--- src/rtl/kwdt_pkg.sv ---
package kwdt_pkg;
  localparam int ADDR_W = 6;
  localparam int DATA_W = 16;
  localparam int CNT_W  = 15;

  localparam logic [ADDR_W-1:0] A_FEED   = 6'h00;
  localparam logic [ADDR_W-1:0] A_TMO    = 6'h04;
  localparam logic [ADDR_W-1:0] A_DIS1   = 6'h08;
  localparam logic [ADDR_W-1:0] A_DIS2   = 6'h0C;
  localparam logic [ADDR_W-1:0] A_STAT   = 6'h10;
  localparam logic [ADDR_W-1:0] A_CNT    = 6'h14;
  localparam logic [ADDR_W-1:0] A_DBG    = 6'h18;
  localparam logic [ADDR_W-1:0] A_RESUME = 6'h1C;
  localparam logic [ADDR_W-1:0] A_EVT    = 6'h20;
  localparam logic [ADDR_W-1:0] A_MASK   = 6'h24;
  localparam logic [ADDR_W-1:0] A_FORCE  = 6'h28;

  localparam logic [DATA_W-1:0] K_FEED     = 16'hFEED;
  localparam logic [DATA_W-1:0] K_DIS1     = 16'h2BAD;
  localparam logic [DATA_W-1:0] K_DIS2     = 16'hCAFE;
  localparam logic [DATA_W-1:0] K_RESUME   = 16'hACED;
  localparam logic [DATA_W-1:0] K_CLEAR    = 16'hE8B4;
  localparam logic [DATA_W-1:0] C_STOPPED  = 16'hDABE;
  localparam logic [DATA_W-1:0] C_TIMEDOUT = 16'hCFE8;
endpackage

--- src/rtl/kwdt_prescaler.sv ---
module kwdt_prescaler #(
  parameter int TICK_CYCLES = 500000
) (
  input  logic clk,
  input  logic rst_n,
  input  logic clr,
  input  logic run,
  output logic tick
);
  localparam int PW = (TICK_CYCLES > 1) ? $clog2(TICK_CYCLES) : 1;
  localparam logic [PW-1:0] LAST = PW'(TICK_CYCLES - 1);

  logic [PW-1:0] div_q;

  always_ff @(posedge clk or negedge rst_n) begin
    if (!rst_n)          div_q <= '0;
    else if (clr)        div_q <= '0;
    else if (run) begin
      if (div_q == LAST) div_q <= '0;
      else               div_q <= div_q + 1'b1;
    end
  end

  assign tick = run && !clr && (div_q == LAST);
endmodule

--- src/rtl/kwdt_countdown.sv ---
module kwdt_countdown #(
  parameter int CW = 15
) (
  input  logic          clk,
  input  logic          rst_n,
  input  logic          load,
  input  logic [CW-1:0] reload_val,
  input  logic          tick,
  output logic [CW-1:0] count,
  output logic          warn,
  output logic          expire
);
  logic [CW-1:0] cnt_q;

  assign warn   = tick && !load && (cnt_q == CW'(2));
  assign expire = tick && !load && (cnt_q <= CW'(1));

  always_ff @(posedge clk or negedge rst_n) begin
    if (!rst_n)      cnt_q <= '0;
    else if (load)   cnt_q <= reload_val;
    else if (expire) cnt_q <= reload_val;
    else if (tick)   cnt_q <= cnt_q - 1'b1;
  end

  assign count = cnt_q;
endmodule

--- src/rtl/kwdt_pulse.sv ---
module kwdt_pulse #(
  parameter int LEN = 16
) (
  input  logic clk,
  input  logic rst_n,
  input  logic trig,
  output logic pulse
);
  localparam int LW = $clog2(LEN + 1);

  logic [LW-1:0] left_q;

  always_ff @(posedge clk or negedge rst_n) begin
    if (!rst_n)              left_q <= '0;
    else if (trig)           left_q <= LW'(LEN);
    else if (left_q != '0)   left_q <= left_q - 1'b1;
  end

  assign pulse = (left_q != '0);
endmodule

--- src/rtl/key_wdt.sv ---
module key_wdt
  import kwdt_pkg::*;
#(
  parameter int TICK_CYCLES = 500000,
  parameter int RST_CYCLES  = 16,
  parameter int DEF_TIMEOUT = 6000
) (
  input  logic              clk,
  input  logic              rst_n,
  input  logic              bus_sel,
  input  logic              bus_we,
  input  logic [ADDR_W-1:0] bus_addr,
  input  logic [DATA_W-1:0] bus_wdata,
  output logic [DATA_W-1:0] bus_rdata,
  input  logic              dbg_mode,
  output logic              irq_o,
  output logic              sys_rst_o
);
  logic             en_q, run_q, arm_q, sts_q, ev_q, mask_q, ovr_q;
  logic [CNT_W-1:0] tmo_q;
  logic [CNT_W-1:0] count_q;
  logic             tick, warn, expire;

  logic wr;
  assign wr = bus_sel && bus_we;

  logic feed_ok, dis_ok, resume_ok, clear_ok, arm_set;
  assign feed_ok   = wr && bus_addr == A_FEED   && bus_wdata == K_FEED && en_q;
  assign arm_set   = wr && bus_addr == A_DIS1   && bus_wdata == K_DIS1;
  assign dis_ok    = wr && bus_addr == A_DIS2   && bus_wdata == K_DIS2 && arm_q;
  assign resume_ok = wr && bus_addr == A_RESUME && bus_wdata == K_RESUME;
  assign clear_ok  = wr && bus_addr == A_STAT   && bus_wdata == K_CLEAR;

  logic gated, active;
  assign gated  = dbg_mode && !ovr_q;
  assign active = en_q && run_q && !gated;

  kwdt_prescaler #(.TICK_CYCLES(TICK_CYCLES)) presc_i (
    .clk(clk), .rst_n(rst_n), .clr(feed_ok), .run(active), .tick(tick)
  );

  kwdt_countdown #(.CW(CNT_W)) cdown_i (
    .clk(clk), .rst_n(rst_n), .load(feed_ok), .reload_val(tmo_q),
    .tick(tick), .count(count_q), .warn(warn), .expire(expire)
  );

  kwdt_pulse #(.LEN(RST_CYCLES)) rstp_i (
    .clk(clk), .rst_n(rst_n), .trig(expire), .pulse(sys_rst_o)
  );

  always_ff @(posedge clk or negedge rst_n) begin
    if (!rst_n) begin
      en_q   <= 1'b0;
      run_q  <= 1'b0;
      arm_q  <= 1'b0;
      sts_q  <= 1'b0;
      ev_q   <= 1'b0;
      mask_q <= 1'b0;
      ovr_q  <= 1'b0;
      tmo_q  <= CNT_W'(DEF_TIMEOUT);
    end else begin
      if (wr) arm_q <= arm_set;
      if (dis_ok) begin
        en_q  <= 1'b0;
        run_q <= 1'b0;
      end else if (resume_ok) begin
        en_q  <= 1'b1;
      end else if (feed_ok) begin
        run_q <= 1'b1;
      end
      if (expire)        sts_q <= 1'b1;
      else if (clear_ok) sts_q <= 1'b0;
      if (warn || (wr && bus_addr == A_FORCE && bus_wdata[0]))
        ev_q <= 1'b1;
      else if (wr && bus_addr == A_EVT && bus_wdata[0])
        ev_q <= 1'b0;
      if (wr && bus_addr == A_MASK) mask_q <= bus_wdata[0];
      if (wr && bus_addr == A_DBG)  ovr_q  <= bus_wdata[0];
      if (wr && bus_addr == A_TMO)  tmo_q  <= bus_wdata[CNT_W-1:0];
    end
  end

  assign irq_o = ev_q && mask_q;

  always_comb begin
    bus_rdata = '0;
    case (bus_addr)
      A_TMO:  bus_rdata = {1'b0, tmo_q};
      A_DIS2: bus_rdata = en_q ? '0 : C_STOPPED;
      A_STAT: bus_rdata = sts_q ? C_TIMEDOUT : '0;
      A_CNT:  bus_rdata = {tick, count_q};
      A_DBG:  bus_rdata = {14'b0, dbg_mode, ovr_q};
      A_EVT:  bus_rdata = {15'b0, ev_q};
      A_MASK: bus_rdata = {15'b0, mask_q};
      default: bus_rdata = '0;
    endcase
  end
endmodule

--- config.mk ---
export PLATFORM = sky130hd
export DESIGN_NAME = key_wdt
export DESIGN_NICKNAME = d
export VERILOG_FILES = /design/src/rtl/kwdt_pkg.sv /design/src/rtl/kwdt_prescaler.sv /design/src/rtl/kwdt_countdown.sv /design/src/rtl/kwdt_pulse.sv /design/src/rtl/key_wdt.sv
export SDC_FILE = /design/constraint.sdc
export NUM_CORES = 1
export LEC_CHECK = 0
export BUFFER_PORTS_ARGS = -buffer_cell sky130_fd_sc_hd__buf_2
export CAP_MARGIN = 40
export CORE_ASPECT_RATIO = 0.5
export CORE_MARGIN = 2
export CORE_UTILIZATION = 50
export DETAILED_ROUTE_END_ITERATION = 10
export PLACE_DENSITY_LB_ADDON = 0.1
export RECOVER_POWER = 25
export SYNTH_ARGS = -nofsm -noshare
export SYNTH_HDL_FRONTEND = slang
export SYNTH_HIERARCHICAL = 1
export SYNTH_SLANG_ARGS = --single-unit
export TNS_END_PERCENT = 100
--- constraint.sdc ---
create_clock -name clk -period 8.01 [get_ports clk]
set_clock_uncertainty 0.1 [all_clocks]
set_input_delay 0.801 -clock clk [delete_from_list [all_inputs] [get_ports clk]]
set_output_delay 0.801 -clock clk [all_outputs]
set_load 0.005 [all_outputs]
Word-level counts from Yosys, hierarchy flattened
Cells that the tools add are included.
- bits in registers: 61
- bits of input ports: 27
- output and inout port bits: 18
- logic and storage cells: 96
- $add $sub $neg: 3
- $lt $le $gt $ge: 1
- equality and inequality tests: 18
- multiplexer cells: 20
- reductions and logical operators: 43
- operator list (cell ; count):
    case mux 16 bit (7 select lines) ; 1
    equality test 16 bit (second input constant) ; 4
    two-way mux 19 bit ; 3
    two-way mux 15 bit ; 3
    two-way mux 16 bit ; 2
    logical AND 1 bit ; 29
    equality test 6 x 5 -> 1 bit (second input constant) ; 4
    adder 19 x 1 -> 19 bit (second input constant) ; 1
    equality test 19 bit (second input constant) ; 1
    equality test 6 bit (second input constant) ; 3
    equality test 16 x 14 -> 1 bit (second input constant) ; 1
    equality test 15 x 2 -> 1 bit (second input constant) ; 1
    <= comparator 15 x 1 -> 1 bit (second input constant) ; 1
    subtractor 15 x 1 -> 15 bit (second input constant) ; 1
    equality test 6 x 4 -> 1 bit (second input constant) ; 2
    nonzero test 2 bit ; 6
    two-way mux 5 bit ; 2
    two-way mux 1 bit ; 9
    equality test 6 x 3 -> 1 bit (second input constant) ; 1
    logical NOT 6 bit ; 1
    nonzero test 5 bit ; 1
    subtractor 5 x 1 -> 5 bit (second input constant) ; 1
    logical NOT 1 bit ; 3
    nonzero test 3 bit ; 1
    other kinds (3) ; 3

Depth between registers and ports, before layout
Gate-level depths: netlist of the first run.
- depth in word-level cells: 11
- mapped depth: 11
- gate-level depth less buffers: 10

Cells and area by module
Netlist of the first run, hierarchy kept.
- by module, submodules not included (module ; instances ; cells each ; area an instance (um^2) ; sequential area each (um^2)):
    key_wdt ; 1 ; 125 ; 1356.3 ; 559.3
    kwdt_countdown ; 1 ; 133 ; 1168.6 ; 375.4
    kwdt_prescaler ; 1 ; 122 ; 1104.8 ; 475.5
    kwdt_pulse ; 1 ; 25 ; 261.5 ; 125.1

Worst setup path before layout of the first run
OpenSTA, ideal clock, no wires.
- kind: input -> register
- start point: input port bus_wdata[6]
- end point: register cdown_i.cnt_q[13], in the netlist cdown_i/count[13]
- library setup time: 0.094 ns
- arrival time: 4.070 ns
- path slack: 3.746 ns
- stages: 11
- buffers on the path: 1
- cell sequence: nand4_1 > or4_1 > nor4_1 > nand2b_1 > clkbuf_1 > nor2_1 > nor4b_4 > and4_1 > a21oi_2 > nor3b_1 > a211oi_1
- word-level cells in the longest chain between the ends: 10
- elaborated cells between the ends (all ways): 11
- ends and longest elaborated chain (what ; RTL line ; source):
    start: declaration ; key_wdt.sv:13 ; input logic [DATA_W-1:0] bus_wdata,
    equality test 16 bit * ; key_wdt.sv:28 ; assign feed_ok = wr && bus_addr == A_FEED && bus_wdata == K_FEED && en_q;
    logical AND 1 bit * (2 in series) ; key_wdt.sv:28 ;
    net feed_ok ; key_wdt.sv:27 ; logic feed_ok, dis_ok, resume_ok, clear_ok, arm_set;
    logical NOT 1 bit * ; kwdt_prescaler.sv:24 ; assign tick = run && !clr && (div_q == LAST);
    logical AND 1 bit * (2 in series) ; kwdt_prescaler.sv:24 ;
    net tick ; key_wdt.sv:22 ; logic tick, warn, expire;
    logical AND 1 bit (2 in series) ; kwdt_countdown.sv:16 ; assign expire = tick && !load && (cnt_q <= CW'(1));
    two-way mux 15 bit ; kwdt_countdown.sv:21 ; else if (expire) cnt_q <= reload_val;
    two-way mux 15 bit ; kwdt_countdown.sv:20 ; else if (load) cnt_q <= reload_val;
    end signal: assignment ; kwdt_countdown.sv:20 ;
    end signal: assignment ; kwdt_countdown.sv:21 ;
    end signal: assignment ; kwdt_countdown.sv:22 ; else if (tick) cnt_q <= cnt_q - 1'b1;
    end: declaration ; kwdt_countdown.sv:13 ; logic [CW-1:0] cnt_q;
The timed path passes the listed nets; every way through them passes the cells marked *.
A chain may end at the register's enable or synchronous reset.

Worst setup path after layout of the first run
- start point: input port bus_sel
- end point: output port bus_rdata[15]
- word-level cells in the longest chain between the ends: 8
- ends and longest elaborated chain (what ; RTL line ; source):
    start: declaration ; key_wdt.sv:10 ; input logic bus_sel,
    logical AND 1 bit ; key_wdt.sv:25 ; assign wr = bus_sel && bus_we;
    logical AND 1 bit (3 in series) ; key_wdt.sv:28 ;
    net feed_ok ; key_wdt.sv:27 ;
    logical NOT 1 bit ; kwdt_prescaler.sv:24 ;
    logical AND 1 bit (2 in series) ; kwdt_prescaler.sv:24 ;
    net tick ; key_wdt.sv:22 ;
    case mux 16 bit (7 select lines) ; key_wdt.sv:87 ; case (bus_addr)
    end: declaration ; key_wdt.sv:14 ; output logic [DATA_W-1:0] bus_rdata,
The timed path passes the listed nets, and every way through them passes these cells.

==> results by group, run 1 <==
CTS
  • Clock Latency Late Sink: 0.34 ns
  • Num CTS Buffers: 9
  • CTS Hold Bufs: 0
  • Root Buffer Master: clkbuf_16
  • Clk sinks: a little over 60
  • H-Tree Depth: 3
  • Post-CTS resize count: 0
  • Maximum buffer depth of the clock tree: 2
  • CTS tree: yes
  • Setup Buffers After CTS: 0
  • Clk pin slew, worst setup/hold paths: approximately 0.05 ns

Floorplan
  • Core box area: 7432 um2
  • Die span in y: between 60 and 70 um
  • Initial core utilization: 52.36%
  • Boundary pin count: 45
  • Placement row count: 22
  • Die area: 8547 um2
  • Die width: 128.8 um

Route
  • Drt drc: 0
  • Wirelength per Cell: 19.36 um
  • Routed vias: between 3,000 and 4,000
  • Post-route ant nets: 0
  • Initial drt markers: 306
  • Final WL: ~11 mm
  • DR pass1 iterations: 5
  • Via density per instance: 6.582

Worst setup path
  • R2R depth: 10
  • Cell Chain, Critical Path: buf_2, nand2_1, or4_1, nor4_2, nand2b_1, nor2_1, buf_4, a21o_1, buf_2
  • CP endpoint kind: primary output
  • Critical Path AT: 3.02 ns
  • Worst-path maximum fanout: 18
  • Cell family with most CP delay: simple AND/OR/NAND/NOR gates
  • WP depth: 9
  • Setup Crit Path Kind: in -> out
  • Slowest CP cell: or4_1
  • CP most frequent cell: buf_2
  • WP buf/inv: 3
  • Worst setup SP type: primary input
  • Critical Path Max Stage Delay: 0.57 ns
  • Worst EP required: 7.11 ns

Timing
  • Minimum clock period: 3.920 ns
  • Setup WS post-layout: 4.091 ns
  • Setup-failing EPs final: 0
  • Slew Limit Fails: 62
  • Final hold vios: 0
  • Setup TNS: 0 ns
  • Slew @ Worst Pin: 3.262 ns
  • RSZ-0062 raised after global routing: false
  • Fmax: 255.1 MHz
  • Slew margin rel.: -117.5%
  • Fin crit share: 48.93%

Power and ir drop
  • LEAKAGE: 1.933 nW
  • P per Cell Area: roughly 160 nW/um2
  • Max IR drop VDD: 0.1296 mV

Yosys
  • Xor/xnor cell area share of the yosys netlist: less than 1%
  • Seq cells post-synth: 61
  • Synth Cell Area: approximately 3900 um2
  • Adder-Cell Fraction of Synth Area: around 1.6%
  • Ys flop type: dfrtp_1
  • Avg Cell Area, Syn: 9.608 um2
  • Post-synth EDFFs: 0
  • Syn Inst Count: 405
  • Post-synthesis mux area share: around 5.7%
  • Unique masters post-synth: 81
  • Seq/Total Area, Yosys: 39.45%
  • Synth Net Count: between 400 and 500
  • Largest family of logic cells by synthesized area: simple AND/OR/NAND/NOR gates
  • Area fraction in compound gates after synthesis: 19.23%
  • Simple-gate portion of the synthesized area: 30.13%
  • Post-synth ARST share: 100.0%
  • Warning count from the yosys run: 6

Place
  • Post-Place Cells: 537
  • Number of I/O port buffers: 44
  • Worst slack, placed: between 3 and 4 ns
  • Placed cell areas: 4198 um2
  • Detailed placement HPWL: 7.732 mm
  • Routability Congestion: 0.9225

Finish
  • Final std cells w/o fill: 553
  • Finished Cell Area: approximately 4500 um2
  • Multi-input gate area: between 2000 and 2500 um2
  • Ratio of cells with drive above 1 in the final layout: 22.54%
  • Nets: 484
  • Antenna cells: 0
  • Seq. cell area: 1535 um2
  • Layout Utilization: about three fifths
  • Fillers: around 670
  • Area Overhead vs Synth: 14.57%

Status
  • Status: finished, violations left
  • Violations in the final reports: max-capacitance violations, max-slew violations

GRT
  • Vias in the first global route: 3,506
  • Total grt overflow: 0
  • Largest net degree at the start of global routing: 62
  • Total GRT Usage: a little over a quarter
  • First-pass GRT wire length: 17.69 mm
  • Initial antenna violation count: 0

Hold path
  • Worst hold stages: 2
  • Min-Delay Path Class: reg -> reg

Flow run
  • Max-cap viol count: 1
[placed cells by master (no fill, tap or decap), types with 13 or more instances in the layout]
master   Yosys  layout
dfrtp_1     54      54
nor3_1      23      23
nand3_1     22      22
a21oi_1     22      22
a221o_1     13      13
buf_2        3      45
nor2_1      28      28
nand2_1     35      35
[cell families (layout without fill, tap and decap cells)]
family                   Yosys count  after routing
multiplexers                      20             20
XOR/XNOR                           4              4
adder cells (fa/ha/maj)            5              5
AND/OR/NAND/NOR                  192            192
AO/OA/AOI/OAI                    100            100
flip-flops                        61             61
buffers and inverters             23             75
[path summary, 6_finish.rpt]
path                                        start                            end  slack [ns]
worst max-delay path                      bus_sel                  bus_rdata[15]        4.09
min in group asynchronous                   rst_n  cdown_i/count[14]$_DFFE_PN0P_        1.54
max in group asynchronous                   rst_n   presc_i/div_q[4]$_DFFE_PN0P_        4.41
worst min register to register  arm_q$_DFFE_PN0N_              arm_q$_DFFE_PN0N_        0.39
worst min-delay path            arm_q$_DFFE_PN0N_              arm_q$_DFFE_PN0N_        0.39
worst max register to register   en_q$_DFFE_PN0P_   rstp_i/left_q[0]$_DFFE_PN0P_        4.66
[metal layers]
layer | share of wire (%) | wire length (um) | vias to the layer above | track usage, %
met5 | 0 | 0 | - | 0
met4 | 2.0 | 218 | 0 | 10.19
met3 | 7.2 | 776 | 31 | 7.524
met2 | 47 | 4982 | 145 | 43.65
met1 | 44 | 4727 | 1791 | 35.23
li1 | - | - | 1673 | -
[sequential cells by signal, indices dropped and copies added (netlist names)]
name and flops:
presc_i/div_q 19, cdown_i/count 15, tmo_q 15, rstp_i/left_q 5, arm_q 1, en_q 1
ev_q 1, mask_q 1, ovr_q 1, run_q 1, sts_q 1
[final cells by class]
| cell class | count | area share [%] |
|---|---|---|
| Multi-Input combinational cell | 321 | 50.38 |
| Clock inverter | 2 | 0.2245 |
| Inverter | 9 | 0.7578 |
| Sequential cell | 61 | 34.44 |
| Clock buffer | 14 | 5.697 |
| Tap cell | 96 | 2.694 |
| Timing Repair Buffer | 50 | 5.810 |
[tightest hold or removal path, delay by kind of cell (launching register included)]
family	cells	cell delay (ns)
DFF	1	0.34
and+or+nand+nor	2	0.11
[synth_stat cells (all sizes together), types with 3 or more instances]
cell / count / area, um2
a221o: 13 / 130.1
or3: 7 / 43.79
nor2b: 4 / 25.02
inv: 9 / 33.78
nor3: 25 / 147.6
a21oi: 23 / 118.9
or4bb: 3 / 33.78
mux2: 17 / 191.4
buf: 7 / 56.30
o311ai: 4 / 35.04
or2: 3 / 18.77
dfrtp: 54 / 1351
o22ai: 5 / 31.28
nor4b: 4 / 50.05
and3: 5 / 31.28
nand2b: 6 / 40.04
nor4: 14 / 115.1
a22o: 4 / 35.03
a211oi: 3 / 27.52
a22oi: 4 / 30.03
nand3: 23 / 127.6
a41oi: 3 / 26.28
a31oi: 5 / 37.53
o21ai: 14 / 81.33
dfstp: 7 / 183.9
mux2i: 3 / 30.03
ha: 5 / 62.56
nand2: 35 / 131.4
or4: 5 / 48.79
nand4: 11 / 75.07
nor3b: 4 / 35.03
nor2: 28 / 105.1
xor2: 3 / 26.28
a21o: 4 / 30.03
clkbuf: 7 / 26.28
[power by group]
| part | internal [mW] | switching, mW | total, mW | leakage, nW |
|---|---|---|---|---|
| Clock | 0.217 | 0.135 | 0.351 | 0.131 |
| Combinational | 0.0142 | 0.0218 | 0.0360 | 1.04 |
| Sequential | 0.319 | 0.00869 | 0.327 | 0.761 |
| Total | 0.550 | 0.165 | 0.715 | 1.93 |
[stage by stage]
step / power (mW) / hold slack, ns
2_1_floorplan: 0.3415 / 0.3311
3_3_place_gp: 0.3664 / 0.3554
3_5_place_dp: 0.3681 / 0.3706
4_1_cts: 0.7182 / 0.3813
5_1_grt: 0.7346 / 0.4191
6_report: 0.7147 / 0.3897
No activity file was read; power rests on OpenSTA's default activity.
==> inputs of run 2 (changes only) <==
--- a/config.mk
+++ b/config.mk
@@ -5,6 +5,7 @@
 export SDC_FILE = /design/constraint.sdc
 export NUM_CORES = 1
 export LEC_CHECK = 0
+export ABC_AREA = 1
 export BUFFER_PORTS_ARGS = -buffer_cell sky130_fd_sc_hd__buf_2
 export CAP_MARGIN = 40
 export CORE_ASPECT_RATIO = 0.5
==> constraint.sdc (replaced) <==
create_clock -name clk -period 3.91 [get_ports clk]
set_clock_uncertainty 0.1 [all_clocks]
set_input_delay 0.391 -clock clk [delete_from_list [all_inputs] [get_ports clk]]
set_output_delay 0.391 -clock clk [all_outputs]
set_load 0.005 [all_outputs]
==> run 2 against run 1 <==
The run still ends with max-capacitance violations, max-slew violations left. Combinational power grew to 4.6 times the previous value. Die area grew 13%. Sequential power grew 120%. Synthesized cell count grew 60%. Wire length grew 1.1%. Non-clock buffer count shrank 3. Area after synthesis grew 13%. Register-to-register slack lost 3.5 ns. Worst hold slack lost 0.18 ns. Final cell count grew 47%. First-iteration DRC count shrank 20%. Cell area grew 10%. Critical endpoint is now ev_q$_DFFE_PN0P_. Largest power group is now sequential cells.
==> results by group, run 2 <==
Timing
  • Slew @ Worst Pin: 1.923 ns (was 3.262 ns)
  • Setup TNS: 0 ns (unchanged)
  • RSZ-0062 raised after global routing: false (unchanged)
  • Minimum clock period: around 2.7 ns
  • Fin crit share: 69.25%
  • Slew Limit Fails: 35 (was 62)
  • Fmax: roughly 370 MHz
  • Slew margin rel.: -28.18% (was -117.5%)
  • Setup-failing EPs final: 0 (unchanged)
  • Setup WS post-layout: 1.202 ns (was 4.091 ns)
  • Final hold vios: 0 (unchanged)

Finish
  • Multi-input gate area: 2394 um2 (was 2246 um2)
  • Area Overhead vs Synth: 11.47% (was 14.57%)
  • Antenna cells: 0 (unchanged)
  • Seq. cell area: 1535 um2 (unchanged)
  • Commonest non-fill, non-tap cell in the layout: nand2_1 (was dfrtp_1)
  • Most frequent cells in the layout: nand2_1 (214), inv_1 (89), nand3_1 (82), nor2_1 (70), dfrtp_1 (54) (was dfrtp_1 (54), buf_2 (45), nand2_1 (35), nor2_1 (28), nor3_1 (23))
  • Max FFs per register: 19 (unchanged)
  • Nets: 722 (was 484)
  • Fillers: 860 (was 671)
  • Ratio of cells with drive above 1 in the final layout: 17.00% (was 22.54%)
  • Top reg by flops: presc_i/div_q (unchanged)

Place
  • Worst slack, placed: 1.171 ns (was 3.988 ns)
  • Number of I/O port buffers: 44 (unchanged)
  • Detailed placement HPWL: 7.970 mm (was 7.732 mm)
  • Routability Congestion: 0.9381 (was 0.9225)

Status
  • Violations in the final reports: max-capacitance violations, max-slew violations (unchanged)
  • Status: finished, violations left (unchanged)

Route
  • Met2 wire length: 4.859 mm (was 4.982 mm)
  • WL met3: 495 um (was 776 um)
  • Top layer in use: met4 (unchanged)
  • WL met1: 5.203 mm (was 4.727 mm)
  • Final WL: 10.83 mm (was 10.70 mm)
  • Wirelength per Cell: 13.35 um (was 19.36 um)
  • DR pass1 iterations: 4 (was 5)
  • Initial drt markers: 244 (was 306)
  • Via density per instance: 5.102 (was 6.582)
  • Drt drc: 0 (unchanged)
  • Post-route ant nets: 0 (unchanged)
  • Routed vias: 4,138 (was 3,640)

CTS
  • Num CTS Buffers: 9 (unchanged)
  • H-Tree Depth: 3 (unchanged)
  • CTS tree: yes (unchanged)
  • Post-CTS resize count: 0 (unchanged)
  • Maximum buffer depth of the clock tree: 2 (unchanged)
  • Clock Latency Late Sink: 0.33 ns (was 0.34 ns)
  • Clk sinks: 61 (unchanged)
  • CTS Hold Bufs: 0 (unchanged)
  • Root Buffer Master: clkbuf_16 (unchanged)
  • Setup Buffers After CTS: 0 (unchanged)
  • Clk pin slew, worst setup/hold paths: 0.05 ns (about the same)

Yosys
  • Post-synth ARST share: 100.0% (unchanged)
  • Unique masters post-synth: 33 (was 81)
  • Avg Cell Area, Syn: 6.809 um2 (was 9.608 um2)
  • Top-count cell post-synth: nand2_1 (was dfrtp_1)
  • Synth Net Count: 679 (was 437)
  • Post-synth EDFFs: 0 (unchanged)
  • Warning count from the yosys run: 6 (unchanged)
  • Seq cells post-synth: 61 (unchanged)
  • Post-synth top area cell: dfrtp_1 (unchanged)
  • Ys flop type: dfrtp_1 (unchanged)
  • Area contributors post-synth: dfrtp_1 (31%), nand2_1 (18%), nand3_1 (9.3%), inv_1 (7.6%), nor2_1 (5.9%) (was dfrtp_1 (35%), dfstp_2 (4.7%), nand2_1 (3.4%), a221o_1 (3.3%), nor3_1 (3.0%))
  • Synth top area share: 30.67% (was 34.73%)
  • Synth Cell Area: 4405 um2 (was 3891 um2)
  • Synth cell count leaders: nand2_1 (214), inv_1 (89), nand3_1 (82) (was dfrtp_1 (54), nand2_1 (35), nor2_1 (28))
  • Syn Inst Count: 647 (was 405)
  • Seq/Total Area, Yosys: 34.85% (was 39.45%)

Floorplan
  • Core box area: 8618 um2 (was 7432 um2)
  • Placement row count: 24 (was 22)
  • Boundary pin count: 45 (unchanged)
  • Die area: 9623 um2 (was 8547 um2)
  • Initial core utilization: 51.12% (was 52.36%)
  • Die width: 136.7 um (was 128.8 um)
  • Die span in y: 70.38 um (was 66.38 um)

Worst setup path
  • Critical Path Max Stage Delay: 0.52 ns (was 0.57 ns)
  • R2R depth: 11 (was 10)
  • WP depth: 11 (was 9)
  • WP buf/inv: 1 (was 3)
  • Cell Chain, Critical Path: ha_1, nand2_1, nor2_2, nand3_2, nor3_1, inv_1, nor2_1, nand3_1, nor4_1, nor2_1, nand2_1 (was buf_2, nand2_1, or4_1, nor4_2, nand2b_1, nor2_1, buf_4, a21o_1, buf_2)
  • Worst-path maximum fanout: 4 (was 18)
  • Reg2Reg Setup Slack: 1.20 ns (was 4.66 ns)
  • Slowest CP cell: nor4_1 (was or4_1)
  • CP endpoint kind: flip-flop (was primary output)
  • Setup Crit Path Kind: reg -> reg (was in -> out)
  • Worst setup SP type: flip-flop (was primary input)
  • Critical Path AT: 2.87 ns (was 3.02 ns)
  • Cell family with most CP delay: simple AND/OR/NAND/NOR gates (unchanged)
  • Worst EP required: 4.07 ns (was 7.11 ns)

Hold path
  • Worst hold stages: 3 (was 2)
  • Min-Delay Path Class: in -> reg (was reg -> reg)

Power and ir drop
  • LEAKAGE: 2.447 nW (was 1.933 nW)
  • Max IR drop VDD: 0.2381 mV (was 0.1296 mV)
  • P per Cell Area: 320.4 nW/um2 (was 160.3 nW/um2)

GRT
  • Initial antenna violation count: 0 (unchanged)
  • Total GRT Usage: 24.37% (was 27.14%)
  • Largest net degree at the start of global routing: 35 (was 62)
  • First-pass GRT wire length: 18.20 mm (was 17.69 mm)
  • Total grt overflow: 0 (unchanged)
  • Vias in the first global route: 3,852 (was 3,506)

Flow run
  • Max-cap viol count: 1 (unchanged)
[run 2: changes by cell type in the layout (fill, tap and decap cells not counted), moves of 13 or more]
cell     before  now
nor2_1       28   70
nor3_1       23    6
a21oi_1      22    5
a221o_1      13    0
nand3_1      22   82
inv_1         9   89
o21ai_2       0   16
nand2_1      35  214
[run 2: through the flow]
step	total power [mW]	std cells	hold WS [ns]	instance area (um2)	utilization, %
final	1.574	811	0.2082	4911	56.98
after global routing	1.648	811	0.2328	4911	56.98
after CTS	1.596	811	0.06849	4920	57.08
after detailed placement	0.8848	796	0.3607	4659	54.07
after global placement	0.8813	796	0.3536	4659	54.07
after floorplan	0.8240	647	-0.004591	4405	-
[run 2: path summary, 6_finish.rpt]
path / start / end
max in group asynchronous: rst_n / tmo_q[6]$_DFFE_PN1P_
max: presc_i/div_q[0]$_DFFE_PN0P_ / ev_q$_DFFE_PN0P_
min: bus_wdata[4] / tmo_q[4]$_DFFE_PN1P_
min in group asynchronous: rst_n / rstp_i/left_q[1]$_DFFE_PN0P_
min reg2reg: rstp_i/left_q[4]$_DFFE_PN0P_ / rstp_i/left_q[4]$_DFFE_PN0P_
max reg2reg: presc_i/div_q[0]$_DFFE_PN0P_ / ev_q$_DFFE_PN0P_
[run 2: power breakdown]
group,internal (mW),total (mW),switching (mW),leakage [nW]
Sequential,0.674,0.708,0.0331,0.728
Combinational,0.0611,0.165,0.104,1.59
Clock,0.440,0.701,0.262,0.129
Total,1.18,1.57,0.398,2.45
[run 2: cells by family after synthesis]
kind of cell | after synthesis | share of synthesized area, %
AO/OA/AOI/OAI | 36 | 5.708
XOR/XNOR | 18 | 3.579
adder cells (fa/ha/maj) | 5 | 1.420
buffers and inverters | 104 | 10.65
flip-flops | 61 | 34.85
AND/OR/NAND/NOR | 423 | 43.79
[run 2: final cells by class]
cell class              instances  share of cell area, %
well taps                     117                  2.981
flip-flops and latches         61                  31.26
multi-input cells             482                  48.74
clock buffers                  13                  5.096
inverters                      89                  6.803
clock inverters                 2                 0.2038
repair buffers                 47                  4.917
[run 2: per-layer routing]
layer / global-route usage, % / vias up
met4: 8.565 / 0
li1: - / 2116
met5: 0 / -
met3: 5.229 / 27
met1: 33.20 / 1902
met2: 38.39 / 93
[run 2: tightest hold or removal path, delay by kind of cell]
family | cells | cell delay, ns
compound gates | 1 | 0.06
buf+inv | 2 | 0.18
==> inputs of run 3 (changes only) <==
==> constraint.sdc (replaced) <==
create_clock -name clk -period 2.81 [get_ports clk]
set_clock_uncertainty 0.1 [all_clocks]
set_input_delay 0.281 -clock clk [delete_from_list [all_inputs] [get_ports clk]]
set_output_delay 0.281 -clock clk [all_outputs]
set_load 0.005 [all_outputs]
==> run 3 against run 2 <==
The run still ends with max-capacitance violations, max-slew violations left. Power increased by 46%. Non-clock buffer count increased by 5. Setup slack got worse by 0.88 ns. Wire length rose by 0.95%. Register-to-register slack got worse by 0.88 ns. First-iteration DRC count rose by 18%. Largest power group is now clock. Highest routed layer unchanged.
==> results by group, run 3 (synthesis gave the netlist of run 2 again) <==
Status
  • Status: finished, violations left (unchanged)
  • Violations in the final reports: max-capacitance violations, max-slew violations (unchanged)

Timing
  • Setup-failing EPs final: 0 (unchanged)
  • Min Hold Slack: 0.09193 ns (was 0.2082 ns)
  • Minimum clock period: 2.486 ns (was 2.708 ns)
  • Fmax: 402.3 MHz (was 369.3 MHz)
  • Final hold vios: 0 (unchanged)
  • Setup WS post-layout: 0.3243 ns (was 1.202 ns)
  • Slew @ Worst Pin: 1.548 ns (was 1.923 ns)
  • RSZ-0062 raised after global routing: false (unchanged)
  • Slew margin rel.: -3.233% (was -28.18%)
  • Setup TNS: 0 ns (unchanged)
  • Slew Limit Fails: 62 (was 35)
  • Fin crit share: 88.46% (was 69.25%)

Route
  • Via density per instance: 5.004 (was 5.102)
  • Drt drc: 0 (unchanged)
  • Initial drt markers: 287 (was 244)
  • Routed vias: 4,088 (was 4,138)
  • Final WL: 10.93 mm (was 10.83 mm)
  • DR pass1 iterations: 5 (was 4)
  • Post-route ant nets: 0 (unchanged)
  • Wirelength per Cell: 13.38 um (was 13.35 um)

Worst setup path
  • Reg2reg end: ev_q$_DFFE_PN0P_ (unchanged)
  • R2R depth: 11 (unchanged)
  • Reg2Reg Setup Slack: 0.32 ns (was 1.20 ns)
  • Critical Path AT: 2.65 ns (was 2.87 ns)
  • Worst setup SP type: flip-flop (unchanged)
  • CP endpoint kind: flip-flop (unchanged)
  • Setup Crit Path Kind: reg -> reg (unchanged)
  • Worst EP required: 2.98 ns (was 4.07 ns)
  • Worst-path maximum fanout: 4 (unchanged)
  • Reg2reg start: presc_i/div_q[0]$_DFFE_PN0P_ (unchanged)

Power and ir drop
  • LEAKAGE: 2.491 nW (was 2.447 nW)
  • P per Cell Area: 460.9 nW/um2 (was 320.4 nW/um2)
  • Max IR drop VDD: 0.3444 mV (was 0.2381 mV)
  • Pwr Total: 2.300 mW (was 1.574 mW)

Floorplan
  • Placement row count: 24 (unchanged)
  • Initial core utilization: 51.12% (unchanged)
  • Core box area: 8618 um2 (unchanged)
  • Die span in y: 70.38 um (unchanged)
  • Die width: 136.7 um (unchanged)
  • Boundary pin count: 45 (unchanged)
  • Die area: 9623 um2 (unchanged)

Finish
  • Seq. cell area: 1535 um2 (unchanged)
  • Most frequent cells in the layout: nand2_1 (214), inv_1 (89), nand3_1 (82), nor2_1 (68), dfrtp_1 (54) (was nand2_1 (214), inv_1 (89), nand3_1 (82), nor2_1 (70), dfrtp_1 (54))
  • Top reg by flops: presc_i/div_q (unchanged)
  • Area Overhead vs Synth: 13.26% (was 11.47%)
  • Commonest non-fill, non-tap cell in the layout: nand2_1 (unchanged)
  • Ratio of cells with drive above 1 in the final layout: 18.29% (was 17.00%)
  • Max FFs per register: 19 (unchanged)
  • Fillers: 839 (was 860)
  • Final std cells w/o fill: 817 (was 811)
  • Multi-input gate area: 2404 um2 (was 2394 um2)
  • Antenna cells: 0 (unchanged)
  • Layout Utilization: 57.90% (was 56.98%)
  • Nets: 727 (was 722)
  • Finished Cell Area: 4990 um2 (was 4911 um2)

GRT
  • First-pass GRT wire length: 18.74 mm (was 18.20 mm)
  • Total GRT Usage: 25.09% (was 24.37%)
  • Largest net degree at the start of global routing: 62 (was 35)
  • Total grt overflow: 0 (unchanged)
  • Vias in the first global route: 3,921 (was 3,852)
  • Initial antenna violation count: 0 (unchanged)

Place
  • Number of I/O port buffers: 44 (unchanged)
  • Routability Congestion: 0.8856 (was 0.9381)
  • Detailed placement HPWL: 7.934 mm (was 7.970 mm)
  • Worst slack, placed: 0.2790 ns (was 1.171 ns)
  • Post-Place Cells: 801 (was 796)
  • Placed cell areas: 4697 um2 (was 4659 um2)

CTS
  • Post-CTS resize count: 0 (unchanged)
  • Maximum buffer depth of the clock tree: 2 (unchanged)
  • CTS Hold Bufs: 0 (unchanged)
  • H-Tree Depth: 3 (unchanged)
  • CTS tree: yes (unchanged)
  • Root Buffer Master: clkbuf_16 (unchanged)
  • Num CTS Buffers: 9 (unchanged)
  • Setup Buffers After CTS: 0 (unchanged)
  • Clk pin slew, worst setup/hold paths: 0.05 ns (about the same)
  • Clock Latency Late Sink: 0.33 ns (about the same)
  • Clk sinks: 61 (unchanged)

Flow run
  • Max-cap viol count: 1 (unchanged)

Hold path
  • Hold Crit Start: bus_wdata[4] (unchanged)
  • Min-Delay Endpoint: tmo_q[4]$_DFFE_PN1P_ (unchanged)
  • Worst hold stages: 3 (unchanged)
  • Min-Delay Path Class: in -> reg (unchanged)
[run 3: cell count changes in the layout (fill, tap and decap cells not counted), sizes merged]
cell / before / now
clkinv: 2 / 1
clkbuf: 14 / 16
buf: 46 / 51
[run 3: worst max path at each step]
stage                                             start                            end  slack, ns  cells past startpoint
after global placement     presc_i/div_q[0]$_DFFE_PN0P_   rstp_i/left_q[0]$_DFFE_PN0P_       0.33                     12
after CTS                  presc_i/div_q[0]$_DFFE_PN0P_  cdown_i/count[14]$_DFFE_PN0P_       0.27                     12
final                      presc_i/div_q[0]$_DFFE_PN0P_               ev_q$_DFFE_PN0P_       0.32                     11
after detailed placement   presc_i/div_q[0]$_DFFE_PN0P_  cdown_i/count[14]$_DFFE_PN0P_       0.28                     12
after global routing      presc_i/div_q[11]$_DFFE_PN0P_  cdown_i/count[12]$_DFFE_PN0P_       0.11                     12
after floorplan            presc_i/div_q[0]$_DFFE_PN0P_   rstp_i/left_q[0]$_DFFE_PN0P_       0.65                     13
[run 3: routing by layer]
layer | share of wire, % | up-vias | GRT usage (%)
met4 | 1.6 | 0 | 7.407
met2 | 45 | 74 | 38.50
met5 | 0 | - | 0
met3 | 3.5 | 18 | 6.173
met1 | 50 | 1880 | 35.03
li1 | - | 2116 | -
[run 3: power breakdown]
part,internal (mW),switching [mW],total [mW]
Sequential,0.938,0.0491,0.987
Clock,0.692,0.388,1.08
Combinational,0.0867,0.145,0.232
Total,1.72,0.583,2.30
[run 3: area by class of cell]
type,count,share of cell area (%)
inverter,89,6.695
clock inverter,1,0.1003
multi-input combinational,482,48.17
sequential,61,30.77
clock buffer,15,5.767
tap,117,2.934
timing repair buffer,52,5.567
[run 3: worst max-delay path, cell delays in order, from the launching register on]
cell	delay, ns
dfrtp_1	0.39
ha_1	0.20
nand2_1	0.09
nor2_2	0.18
nand3_2	0.14
nor3_1	0.27
inv_1	0.09
nor2_2	0.21
nand3_1	0.11
nor4_1	0.44
nor2_1	0.12
nand2_1	0.08
